<file path="config.mk">
export PLATFORM = sky130hd
export DESIGN_NAME = rx_ring_ctrl
export DESIGN_NICKNAME = d
export VERILOG_FILES = /design/src/rtl/rx_ring_pkg.sv /design/src/rtl/rx_cfg_reg.sv /design/src/rtl/rx_close_timer.sv /design/src/rtl/rx_ring_idx.sv /design/src/rtl/rx_ring_ctrl.sv
export SDC_FILE = /design/constraint.sdc
export NUM_CORES = 1
export LEC_CHECK = 0
export BUFFER_PORTS_ARGS = -buffer_cell sky130_fd_sc_hd__clkbuf_2
export CAP_MARGIN = 5
export CORE_ASPECT_RATIO = 0.6
export CORE_MARGIN = 4
export CORE_UTILIZATION = 35
export CTS_CLUSTER_DIAMETER = 100
export DETAILED_ROUTE_END_ITERATION = 8
export MAX_ROUTING_LAYER = met4
export PLACE_DENSITY = 0.62
export SYNTH_ARGS = -nofsm -noshare
export SYNTH_HDL_FRONTEND = slang
export SYNTH_HIERARCHICAL = 1
export SYNTH_SLANG_ARGS = --single-unit
</file>
<file path="constraint.sdc">
create_clock -name clk_i -period 3.6 [get_ports clk_i]
set_input_delay 0.72 -clock clk_i [delete_from_list [all_inputs] [get_ports clk_i]]
set_output_delay 0.72 -clock clk_i [all_outputs]
set_load 0.05 [all_outputs]
</file>
<file path="src/rtl/rx_ring_pkg.sv">
package rx_ring_pkg;
  localparam int IDX_W       = 12;
  localparam int TO_W        = 8;
  localparam int LOG_MIN     = 5;
  localparam int LOG_MAX     = 12;
  localparam int WR_STEP_LOG = 3;
  localparam int RB_UNIT_LOG = 12;
  localparam int RB_W        = RB_UNIT_LOG + 3;

  typedef enum logic [1:0] {
    MODE_STOP      = 2'b00,
    MODE_PAUSE_EOF = 2'b01,
    MODE_RUN       = 2'b10,
    MODE_RSVD      = 2'b11
  } run_mode_e;

  typedef struct packed {
    logic [TO_W-1:0] close_to;
    logic [3:0]      ring_log;
    logic [1:0]      buf_size;
    logic [1:0]      irq_tgt;
    run_mode_e       mode;
  } rx_cfg_t;

  localparam int CFG_W = $bits(rx_cfg_t);

  localparam rx_cfg_t CFG_RST = '{close_to: TO_W'(16), ring_log: 4'd8,
                                  buf_size: 2'b00, irq_tgt: 2'b00,
                                  mode: MODE_STOP};
endpackage

</file>
<file path="src/rtl/rx_cfg_reg.sv">
module rx_cfg_reg
  import rx_ring_pkg::*;
(
  input  logic             clk_i,
  input  logic             rst_ni,
  input  logic             we_i,
  input  logic [CFG_W-1:0] wdata_i,
  output run_mode_e        mode_o,
  output logic [1:0]       irq_tgt_o,
  output logic [IDX_W-1:0] idx_mask_o,
  output logic [TO_W-1:0]  to_lim_o,
  output logic [RB_W-1:0]  rb_bytes_o
);
  rx_cfg_t    cfg_q;
  logic [3:0] lg;

  always_ff @(posedge clk_i or negedge rst_ni) begin
    if (!rst_ni)   cfg_q <= CFG_RST;
    else if (we_i) cfg_q <= rx_cfg_t'(wdata_i);
  end

  always_comb begin
    if (cfg_q.ring_log < 4'(LOG_MIN))      lg = 4'(LOG_MIN);
    else if (cfg_q.ring_log > 4'(LOG_MAX)) lg = 4'(LOG_MAX);
    else                                   lg = cfg_q.ring_log;
  end

  assign mode_o     = cfg_q.mode;
  assign irq_tgt_o  = cfg_q.irq_tgt;
  assign idx_mask_o = IDX_W'((32'd1 << lg) - 32'd1);
  assign to_lim_o   = (cfg_q.close_to == '0) ? TO_W'(1) : cfg_q.close_to;
  assign rb_bytes_o = RB_W'((32'(cfg_q.buf_size) + 32'd1) << RB_UNIT_LOG);
endmodule

</file>
<file path="src/rtl/rx_close_timer.sv">
module rx_close_timer
  import rx_ring_pkg::*;
(
  input  logic            clk_i,
  input  logic            rst_ni,
  input  logic            clr_i,
  input  logic            cnt_en_i,
  input  logic [TO_W-1:0] lim_i,
  output logic            expire_o
);
  logic [TO_W-1:0] cnt_q;

  assign expire_o = cnt_en_i && (({1'b0, cnt_q} + 1'b1) >= {1'b0, lim_i});

  always_ff @(posedge clk_i or negedge rst_ni) begin
    if (!rst_ni)                   cnt_q <= '0;
    else if (clr_i)                cnt_q <= '0;
    else if (cnt_en_i && !expire_o) cnt_q <= cnt_q + 1'b1;
  end
endmodule

</file>
<file path="src/rtl/rx_ring_idx.sv">
module rx_ring_idx
  import rx_ring_pkg::*;
(
  input  logic             clk_i,
  input  logic             rst_ni,
  input  logic             wr_we_i,
  input  logic [IDX_W-1:0] wr_i,
  input  logic [IDX_W-1:0] mask_i,
  input  logic             adv_i,
  output logic [IDX_W-1:0] rd_o,
  output logic             full_o
);
  logic [IDX_W-1:0] rd_q, wr_q;

  always_ff @(posedge clk_i or negedge rst_ni) begin
    if (!rst_ni) begin
      rd_q <= '0;
      wr_q <= '0;
    end else begin
      if (adv_i)   rd_q <= (rd_q + 1'b1) & mask_i;
      if (wr_we_i) wr_q <= {wr_i[IDX_W-1:WR_STEP_LOG], {WR_STEP_LOG{1'b0}}} & mask_i;
    end
  end

  assign rd_o   = rd_q & mask_i;
  assign full_o = (rd_o == wr_q);

  assert_rd_step_R6: assert property (@(posedge clk_i) disable iff (!rst_ni)
    (rd_q != $past(rd_q)) |-> (rd_q == (($past(rd_q) + 1'b1) & $past(mask_i))));
endmodule

</file>
<file path="src/rtl/rx_ring_ctrl.sv">
module rx_ring_ctrl
  import rx_ring_pkg::*;
(
  input  logic             clk_i,
  input  logic             rst_ni,
  input  logic             cfg_we_i,
  input  logic [CFG_W-1:0] cfg_wdata_i,
  input  logic             wr_idx_we_i,
  input  logic [IDX_W-1:0] wr_idx_i,
  input  logic             frame_start_i,
  input  logic             frame_end_i,
  input  logic             tick_32us_i,
  output logic [IDX_W-1:0] rd_idx_o,
  output logic             buf_open_o,
  output logic             ring_full_o,
  output logic             irq_o,
  output logic             idle_o,
  output logic [RB_W-1:0]  rb_bytes_o
);
  run_mode_e        mode;
  logic [1:0]       irq_tgt;
  logic [IDX_W-1:0] idx_mask;
  logic [TO_W-1:0]  to_lim;
  logic             in_frame_q, open_q, irq_q;
  logic             run, peof, acc, fend, cnt_en, expire, close;

  rx_cfg_reg u_cfg (
    .clk_i, .rst_ni,
    .we_i      (cfg_we_i),
    .wdata_i   (cfg_wdata_i),
    .mode_o    (mode),
    .irq_tgt_o (irq_tgt),
    .idx_mask_o(idx_mask),
    .to_lim_o  (to_lim),
    .rb_bytes_o(rb_bytes_o)
  );

  assign run    = (mode == MODE_RUN);
  assign peof   = (mode == MODE_PAUSE_EOF);
  assign acc    = frame_start_i && run && !in_frame_q && (open_q || !ring_full_o);
  assign fend   = frame_end_i && in_frame_q;
  assign cnt_en = tick_32us_i && open_q && !in_frame_q && run && !acc;
  // a new frame start keeps the buffer open even on an expiring tick
  assign close  = open_q && !in_frame_q && !acc && (peof || expire);

  rx_close_timer u_timer (
    .clk_i, .rst_ni,
    .clr_i   (fend || acc),
    .cnt_en_i(cnt_en),
    .lim_i   (to_lim),
    .expire_o(expire)
  );

  rx_ring_idx u_idx (
    .clk_i, .rst_ni,
    .wr_we_i(wr_idx_we_i),
    .wr_i   (wr_idx_i),
    .mask_i (idx_mask),
    .adv_i  (close),
    .rd_o   (rd_idx_o),
    .full_o (ring_full_o)
  );

  always_ff @(posedge clk_i or negedge rst_ni) begin
    if (!rst_ni) begin
      in_frame_q <= 1'b0;
      open_q     <= 1'b0;
      irq_q      <= 1'b0;
    end else begin
      if (fend)     in_frame_q <= 1'b0;
      else if (acc) in_frame_q <= 1'b1;
      if (acc)        open_q <= 1'b1;
      else if (close) open_q <= 1'b0;
      irq_q <= close && (irq_tgt == 2'b01);
    end
  end

  assign buf_open_o = open_q;
  assign irq_o      = irq_q;
  assign idle_o     = !run && !in_frame_q && !(peof && open_q);

  assert_no_fill_when_full_R3: assert property (@(posedge clk_i) disable iff (!rst_ni)
    $rose(open_q) |-> $past(!ring_full_o));
  assert_irq_after_close_R7: assert property (@(posedge clk_i) disable iff (!rst_ni)
    irq_q |-> ($past(open_q) && !open_q));
  assert_pause_eof_closes_R8: assert property (@(posedge clk_i) disable iff (!rst_ni)
    (peof && $fell(in_frame_q)) |=> !open_q);
  assert_start_needs_run_R11: assert property (@(posedge clk_i) disable iff (!rst_ni)
    $rose(in_frame_q) |-> $past(run));
endmodule

</file>
; ---- Word level (Yosys, flattened, before mapping)
; Index checks and enable logic that the tools add are counted.
[totals]
register_bits = 53
latch_bits = 0
mem_bits_rw = 0
rom_bits = 0
inputBits = 37
memories = 0
[op_classes]
addsub = 5
mul = 0
div = 0
magnitude_cmp = 3
n_eq_ne = 4
n_shift = 1
mux = 9
n_bitwise = 3
reduce_logical = 30
[op_table]
columns = operator, n
row1 = $and A12 B12 Y12, 3
row2 = $mux W8, 3
row3 = $logic_and A1 B1 Y1, 17
row4 = $add A12 B1 Y12 const B, 1
row5 = $eq A12 B12 Y1, 1
row6 = $shl A1 B4 Y12 const A, 1
row7 = $sub A12 B1 Y12 const B, 1
row8 = $add A8 B1 Y9 const B, 1
row9 = $ge A9 B8 Y1, 1
row10 = $add A8 B1 Y8 const B, 1
row11 = $logic_not A8 Y1, 1
row12 = $mux W4, 2
row13 = $logic_not A1 Y1, 6
row14 = $reduce_bool A2 Y1, 3
row15 = $eq A2 B1 Y1 const B, 2
row16 = $gt A4 B4 Y1 const B, 1
row17 = $lt A4 B3 Y1 const B, 1
row18 = $mux W1, 4
row19 = $add A2 B1 Y3 const B, 1
row20 = $logic_or A1 B1 Y1, 3
row21 = $eq A2 B2 Y1 const B, 1

; ---- Depth between registers and ports, before layout
; Gate-level depths: netlist of the first run.
[depth]
ltp_word = 17
mapped_depth = 19

; ---- By module
; Netlist of the first run, hierarchy kept.
[by_module_without_submodules]
columns = mod, n_inst, cells_per_inst, area_per_inst_um2, seq_area_each_um2
row1 = rx_ring_idx, 1, 126, 1189.9, 525.5
row2 = rx_cfg_reg, 1, 96, 1004.7, 452.9
row3 = rx_close_timer, 1, 83, 737.0, 200.2
row4 = rx_ring_ctrl, 1, 18, 195.2, 75.1

; ---- Worst setup path after synthesis of the first run
; OpenSTA, ideal clock, no wires.
[synth_path]
path_type = reg-to-reg
start = reg u_cfg/cfg_q[9] (netlist bit)
end = reg u_timer.cnt_q[1]
t_arrival_ns = 3.620
path_slack_ns = -0.099
stages_incl_launch_ff = 13
path_cell_list = dfstp_2 > inv_1 > a211oi_1 > and2_1 > xnor2_1 > nand4_1 > nor3_1 > nor2b_1 > nor3_2 > a21o_1 > buf_1 > nand2b_1 > mux2i_1
[synth_via]
elab_chain_len = 16
[synth_rtl]
columns = element, line_no
row1 = start: declaration, rx_cfg_reg.sv:14  ; rx_cfg_t cfg_q;
row2 = start signal: assignment, rx_cfg_reg.sv:19  ; else if (we_i) cfg_q <= rx_cfg_t'(wdata_i);
row3 = $gt A4 B4 Y1, rx_cfg_reg.sv:24  ; else if (cfg_q.ring_log > 4'(LOG_MAX)) lg = 4'(LOG_MAX);
row4 = $mux W4, rx_cfg_reg.sv:24
row5 = $mux W4 *, rx_cfg_reg.sv:23  ; if (cfg_q.ring_log < 4'(LOG_MIN)) lg = 4'(LOG_MIN);
row6 = $shl A1 B4 Y12 *, rx_cfg_reg.sv:30  ; assign idx_mask_o = IDX_W'((32'd1 << lg) - 32'd1);
row7 = $sub A12 B1 Y12 *, rx_cfg_reg.sv:30
row8 = named net idx_mask[10], rx_ring_ctrl.sv:22  ; logic [IDX_W-1:0] idx_mask;
row9 = $and A12 B12 Y12 *, rx_ring_idx.sv:25  ; assign rd_o = rd_q & mask_i;
row10 = named net rd_idx_o[10], rx_ring_ctrl.sv:13  ; output logic [IDX_W-1:0] rd_idx_o,
row11 = [... 1 more ...], --
row12 = named net ring_full_o, rx_ring_ctrl.sv:15  ; output logic ring_full_o,
row13 = [... 1 more ...], --
row14 = $logic_or A1 B1 Y1 *, rx_ring_ctrl.sv:40  ; assign acc = frame_start_i && run && !in_frame_q && (open_q || !ring_full_o);
row15 = $logic_and A1 B1 Y1 *, rx_ring_ctrl.sv:40
row16 = $logic_not A1 Y1, rx_ring_ctrl.sv:42  ; assign cnt_en = tick_32us_i && open_q && !in_frame_q && run && !acc;
row17 = $logic_and A1 B1 Y1, rx_ring_ctrl.sv:42
row18 = $logic_and A1 B1 Y1, rx_close_timer.sv:13  ; assign expire_o = cnt_en_i && (({1'b0, cnt_q} + 1'b1) >= {1'b0, lim_i});
row19 = $logic_not A1 Y1, rx_close_timer.sv:18  ; else if (cnt_en_i && !expire_o) cnt_q <= cnt_q + 1'b1;
row20 = $logic_and A1 B1 Y1, rx_close_timer.sv:18
row21 = $reduce_bool A2 Y1 (no line), --
row22 = end signal: assignment, rx_close_timer.sv:18
row23 = end: declaration, rx_close_timer.sv:11  ; logic [TO_W-1:0] cnt_q;
; Mark *: on every way through the listed nets, which the timed path passes. The rest lies on a longest branch.
; A chain may end at the register's enable or synchronous reset.

; ---- Final worst setup path of the first run
[layout_path]
start = reg u_timer.cnt_q[1]
end = reg u_idx.rd_q[3]
[layout_via]
elab_chain_len = 5
[layout_rtl]
columns = element, line_no
row1 = $add A8 B1 Y9, rx_close_timer.sv:13
row2 = $ge A9 B8 Y1, rx_close_timer.sv:13
row3 = $logic_and A1 B1 Y1, rx_close_timer.sv:13
row4 = named net expire, rx_ring_ctrl.sv:25  ; logic run, peof, acc, fend, cnt_en, expire, close;
row5 = $logic_or A1 B1 Y1, rx_ring_ctrl.sv:44  ; assign close = open_q && !in_frame_q && !acc && (peof || expire);
row6 = $logic_and A1 B1 Y1, rx_ring_ctrl.sv:44
row7 = named net close, rx_ring_ctrl.sv:25
row8 = end signal: assignment, rx_ring_idx.sv:20  ; if (adv_i) rd_q <= (rd_q + 1'b1) & mask_i;
row9 = end: declaration, rx_ring_idx.sv:13  ; logic [IDX_W-1:0] rd_q, wr_q;
; The timed path passes the listed nets, and every way through them passes these cells.

==> reports/metrics.cfg, run 1 <==
[run_status]
status=finished, final reports clean

[clock_network]
ctsResizeCount=0
ctsHoldBuffers=0
clk_pin_slew_worst_paths_ps=70
clk_latency_ps=290
numCtsBuffers=5
h-tree-depth=2
cts_tree=yes
cts-root-buf=clkbuf_16
clk_path_buf_depth=2
post_cts_buffers=0
clkSinkCount=50

[critical_path]
crit_path_end_kind=register
cp.required_ps=3780
critPathLaunchType=register
ff2ff_setup_slack_ps=260
worstPathArrival_ps=3520
r2r_cells=16
critPathKind=reg -> reg
worstReg2RegStart=u_timer/cnt_q[1]
worstReg2RegEnd=u_idx/rd_q[3]
path_max_fanout=5

[global_routing]
grt_max_degree=35
overflow=0
gr-usage-all-layers_pct=14.46
grt_pass1_wl_um=11640
grt_pass1_vias=2266
antenna_found_initial=0

[cells_and_area]
multi_input_area_um2=1615
fillers=840
regArea_um2=1255
drive_gt1_share_pct=29.70
nNetsFinal=415
n_antenna_cell=0
layout_commonest_cell=clkbuf_2
syn2layout_area_growth_pct=15.17
final_cell_mix=clkbuf_2, dfrtp_1, inv_1

[die]
io_pins=68
die_h_um=81.22
start_util_pct=36.41
core_area_um2=8588
die_area_um2=10560
rows=26
dieWidth_um=130.0

[drt]
vias_per_cell=4.952
drc=0
wl_per_cell_um=14.68
wl_um=7032
drt_first_pass_iters=4
ant_nets=0
vias=2372
drtIter0Drc=138

[synth]
async_reset_ff_share_pct=100.0
yosysSeqAreaShare_pct=40.10
synth_area_leaders=dfrtp_1, mux2_2, ha_1
synth_seq_cells=50
yosys.area.top_type_share_pct=38.42
avgSynthCellArea_um2=9.680
synth_area_um2=3127
synth_edf_count=0
ys.flop_type=dfrtp_1
netlist_instances=323
yosys.cell_types.count=58
synth_top_area_cell=dfrtp_1
yosysWarnings=6

[power_and_ir_drop]
powerDensity_nw_per_um2=456.3
peakVddDrop_v=0.0002208
p_leak_nw=1.700

[min_path]
hold_depth=1
hold_path_end=irq_o
hold_class=reg -> reg
hold_start=u_cfg/irq_tgt_o[1]

[placed_design]
dp_hpwl_um=5606
gp_congestion=0.9099
port_buffers=52
pre_cts_slack_ps=176.1

[timing]
fmaxAchievable_ghz=0.2994
min_period_ps=3340
finClkSkew_ps=5.591
rsz0062_at_grt=no
relSlewSlack_pct=44.51
worst_slack_ps=259.8
fin_tns_setup_ps=0
setup_violations=0
hold_viol=0
tightest_slew_ps=832.3
min_period_over_period_pct=92.78
maxSlewViolCount=0

[flow_run]
cap_violations=0

critical path, cell delays in order (launching register included):
cell,delay (ps)
dfrtp_1,430
ha_4,170
and3_4,220
nand3_1,120
xnor2_2,160
ha_1,290
and3_4,180
a221oi_2,260
nand2_2,80
o21a_1,180
o2111ai_2,210
inv_1,110
buf_4,150
inv_1,120
nor2_1,60
mux2_2,270
a22o_2,210
how the worst max path moves through the flow:
stage                                 from            end  slack (ps)  cells past startpoint
after floorplan           u_timer/cnt_q[0]  u_idx/rd_q[3]         230                     18
after global placement    u_timer/cnt_q[0]  u_idx/rd_q[3]         240                     16
after detailed placement  u_timer/cnt_q[0]  u_idx/rd_q[3]         180                     16
after CTS                 u_timer/cnt_q[0]  u_idx/rd_q[3]         140                     16
after global routing      u_timer/cnt_q[1]  u_idx/rd_q[5]          20                     17
final                     u_timer/cnt_q[1]  u_idx/rd_q[3]         260                     16
cell families (layout without fill, tap and decap cells):
| kind of cell | after synthesis | count (layout) | share of synthesized area [%] |
|---|---|---|---|
| mux | 21 | 21 | 7.443 |
| other cells | 2 | 16 | 0.2402 |
| fa+ha+maj | 12 | 12 | 4.802 |
| xor+xnor | 18 | 18 | 5.042 |
| buf+inv | 65 | 95 | 10.88 |
| compound gates | 57 | 57 | 12.77 |
| simple gates | 98 | 98 | 18.73 |
| flops | 50 | 50 | 40.10 |
state kept, by name (all words and copies together), names as in the netlist:
name,count
buf_open_o,1
u_idx/wr_q,9
u_cfg/cfg_q,14
in_frame_q,1
u_idx/rd_q,12
u_cfg/mode_o,2
u_timer/cnt_q,8
u_cfg/irq_tgt_o,2
irq_o,1
power by group:
| group | internal [W] | leakage (nW) | switching, W |
|---|---|---|---|
| clock | 0.000297 | 0.0801 | 0.000206 |
| combinational | 0.000159 | 0.989 | 0.000277 |
| sequential | 0.000625 | 0.631 | 0.0000793 |
through the flow:
stage | power, W | hold WS (ps) | util [%] | area, µm² | std cells
floorplan | 0.001043 | 424.4 | - | 3184 | 337
CTS | 0.001651 | 451.4 | 41.62 | 3575 | 479
finish | 0.001643 | 446.5 | 41.93 | 3601 | 479
global placement | 0.001134 | 427.7 | 39.74 | 3413 | 471
global route | 0.001742 | 480.3 | 41.93 | 3601 | 479
detailed placement | 0.001145 | 444.7 | 39.74 | 3413 | 471
metal layers:
metal  GRT usage, %  vias up  share of wire, %  routed length, µm
li1               -     1184                 -                  -
met1          22.66     1111                54               3822
met2          18.61       71                39               2752
met3          2.102        6               5.3                374
met4          4.461        0               1.2                 83
met5              -        -                 0                  0
synth_stat cells, types with 5 or more instances:
master	number
dfrtp_1	48
inv_1	25
nand3_1	19
buf_4	18
mux2_2	17
nand2_1	17
o21ai_0	17
xnor2_1	14
clkbuf_1	13
ha_1	12
and2_1	10
a21oi_1	8
or4_1	8
o31ai_1	7
nor2_1	6
a21o_1	5
buf_2	5
o21a_1	5
cell type report:
type | count | area share, %
multi-input combinational | 222 | 44.86
sequential | 50 | 34.85
timing repair buffer | 62 | 9.312
clock buffer | 7 | 4.239
tap | 112 | 3.892
inverter | 25 | 2.606
clock inverter | 1 | 0.2432
(Power assumes the default switching activity.)
==> run 2: changes to the inputs <==
Settings changed: PLACE_DENSITY 0.62 to 0.59.
Clock period 3.6 ns to 4.2 ns, I/O delays scaled along.
==> reports/metrics.cfg, run 2 (same netlist as run 1, synthesis figures left out) <==
[run_status]
status=finished, final reports clean  ; unchanged

[global_routing]
grt_pass1_vias=2230  ; was 2266
gr-usage-all-layers_pct=14.63  ; was 14.46%
antenna_found_initial=0  ; unchanged
grt_max_degree=32  ; was 35
grt_pass1_wl_um=11630  ; was 11640 µm
overflow=0  ; unchanged

[clock_network]
ctsResizeCount=0  ; unchanged
post_cts_buffers=0  ; unchanged
clkSinkCount=50  ; unchanged
clk_pin_slew_worst_paths_ps=70  ; about the same
cts-root-buf=clkbuf_16  ; unchanged
h-tree-depth=2  ; unchanged
numCtsBuffers=5  ; unchanged
clk_path_buf_depth=2  ; unchanged
clk_latency_ps=300  ; was 290 ps
ctsHoldBuffers=0  ; unchanged
cts_tree=yes  ; unchanged

[drt]
vias_per_cell=4.939  ; was 4.952
drt_first_pass_iters=4  ; unchanged
drtIter0Drc=114  ; was 138
wl_per_cell_um=14.81  ; was 14.68 µm
vias=2336  ; was 2372
ant_nets=0  ; unchanged
drc=0  ; unchanged
wl_um=7003  ; was 7032 µm

[critical_path]
path_max_fanout=9  ; was 5
worstReg2RegStart=u_timer/cnt_q[0]  ; was u_timer/cnt_q[1]
r2r_cells=15  ; was 16
setup.worst_path.start=u_timer/cnt_q[0]  ; was u_timer/cnt_q[1]
worstReg2RegEnd=u_idx/rd_q[8]  ; was u_idx/rd_q[3]
critPathLaunchType=register  ; unchanged
cp.required_ps=4420  ; was 3780 ps
critPathKind=reg -> reg  ; unchanged
crit_path_end_kind=register  ; unchanged
cp-endpoint=u_idx/rd_q[8]  ; was u_idx/rd_q[3]
ff2ff_setup_slack_ps=400  ; was 260 ps
worstPathArrival_ps=4030  ; was 3520 ps

[timing]
tightest_slew_ps=558.0  ; was 832.3 ps
fin_tns_setup_ps=0  ; unchanged
finClkSkew_ps=6.924  ; was 5.591 ps
min_period_over_period_pct=90.51  ; was 92.78%
setup_violations=0  ; unchanged
fmaxAchievable_ghz=0.2631  ; was 0.2994 GHz
rsz0062_at_grt=no  ; unchanged
relSlewSlack_pct=62.41  ; was 44.51%
hold_viol=0  ; unchanged
maxSlewViolCount=0  ; unchanged
min_period_ps=3801  ; was 3340 ps

[cells_and_area]
fillers=872  ; was 840
fin_area_um2=3518  ; was 3601 µm²
drive_gt1_share_pct=27.15  ; was 29.70%
layout_commonest_cell=clkbuf_2  ; unchanged
top_register=u_cfg/cfg_q  ; unchanged
largest_register_ffs=14  ; unchanged
n_antenna_cell=0  ; unchanged
final_cell_mix=clkbuf_2, dfrtp_1, inv_1  ; unchanged
nNetsFinal=409  ; was 415
syn2layout_area_growth_pct=12.52  ; was 15.17%
largestRegisters=u_cfg/cfg_q: 14 flops, u_idx/rd_q: 12 flops, u_idx/wr_q: 9 flops  ; unchanged

[die]
dieWidth_um=130.0  ; unchanged
io_pins=68  ; unchanged
die_area_um2=10560  ; unchanged
core_area_um2=8588  ; unchanged
start_util_pct=36.41  ; unchanged
die_h_um=81.22  ; unchanged
rows=26  ; unchanged

[power_and_ir_drop]
finalPower_w=0.001402  ; was 0.001643 W
powerDensity_nw_per_um2=398.6  ; was 456.3 nW/µm²
p_leak_nw=1.659  ; was 1.700 nW
peakVddDrop_v=0.0001790  ; was 0.0002208 V

[flow_run]
cap_violations=0  ; unchanged

[placed_design]
gp_congestion=0.8313  ; was 0.9099
post_dp_cell_area_um2=3363  ; was 3413 µm²
port_buffers=52  ; unchanged
dp_hpwl_um=5392  ; was 5606 µm

[min_path]
hold_class=reg -> reg  ; unchanged

-- run 2: layout make-up --
| class | count | area [µm²] | share of cell area (%) |
|---|---|---|---|
| multi-input combinational | 222 | 1585 | 45.06 |
| sequential | 50 | 1254 | 35.63 |
| timing repair buffer | 56 | 290.3 | 8.250 |
| tap | 112 | 140.1 | 3.983 |
| clock buffer | 6 | 138.9 | 3.947 |
| inverter | 25 | 93.84 | 2.667 |
| clock inverter | 2 | 16.27 | 0.4623 |
-- run 2: per-layer routing --
metal / global-route usage [%] / routed length, µm / share of wire, % / up-vias
li1: - / - / - / 1163
met1: 22.26 / 3745 / 53 / 1118
met2: 19.48 / 2826 / 40 / 48
met3: 2.891 / 351 / 5.0 / 7
met4: 3.734 / 80 / 1.1 / 0
met5: - / 0 / 0 / -
-- run 2: how the worst min path moves through the flow --
stage                       startpoint  cells past startpoint         endpoint  slack, ps
finish              u_cfg/irq_tgt_o[1]                      1            irq_o        440
global route        u_cfg/irq_tgt_o[1]                      1            irq_o        470
CTS                 u_cfg/irq_tgt_o[1]                      1            irq_o        450
detailed placement  u_cfg/irq_tgt_o[1]                      1            irq_o        450
global placement    u_cfg/irq_tgt_o[1]                      1            irq_o        440
floorplan              u_cfg/mode_o[0]                      1  u_cfg/mode_o[0]        480
-- run 2: power breakdown --
part	internal, W	leakage (nW)	switching, W
Clock	0.000240	0.0735	0.000197
Sequential	0.000534	0.633	0.0000693
Combinational	0.000129	0.953	0.000233
Total	0.000903	1.66	0.000499
-- run 2: per-stage QoR --
step	std cells	worst slack (ps)	hold slack [ps]	util (%)
final	473	398.6	443.4	40.97
after global routing	473	127.4	469.2	40.97
after CTS	473	409.4	446.6	40.97
after detailed placement	465	456.6	445.5	39.16
after global placement	465	572.6	439.4	39.16
after floorplan	337	501.0	481.9	-
-- run 2: worst max-delay path, cell delays in order, from the launching register on --
cell       delay [ps]
dfrtp_1           450
ha_1              250
and3_1            290
nand3_1           120
xnor2_1           160
ha_1              300
and3_4            200
nand3_1           100
nor2_1            440
o21a_1            230
o2111ai_2         140
inv_1             170
and3_1            250
nand2_1            80
or3_2             410
a2bb2oi_1         130
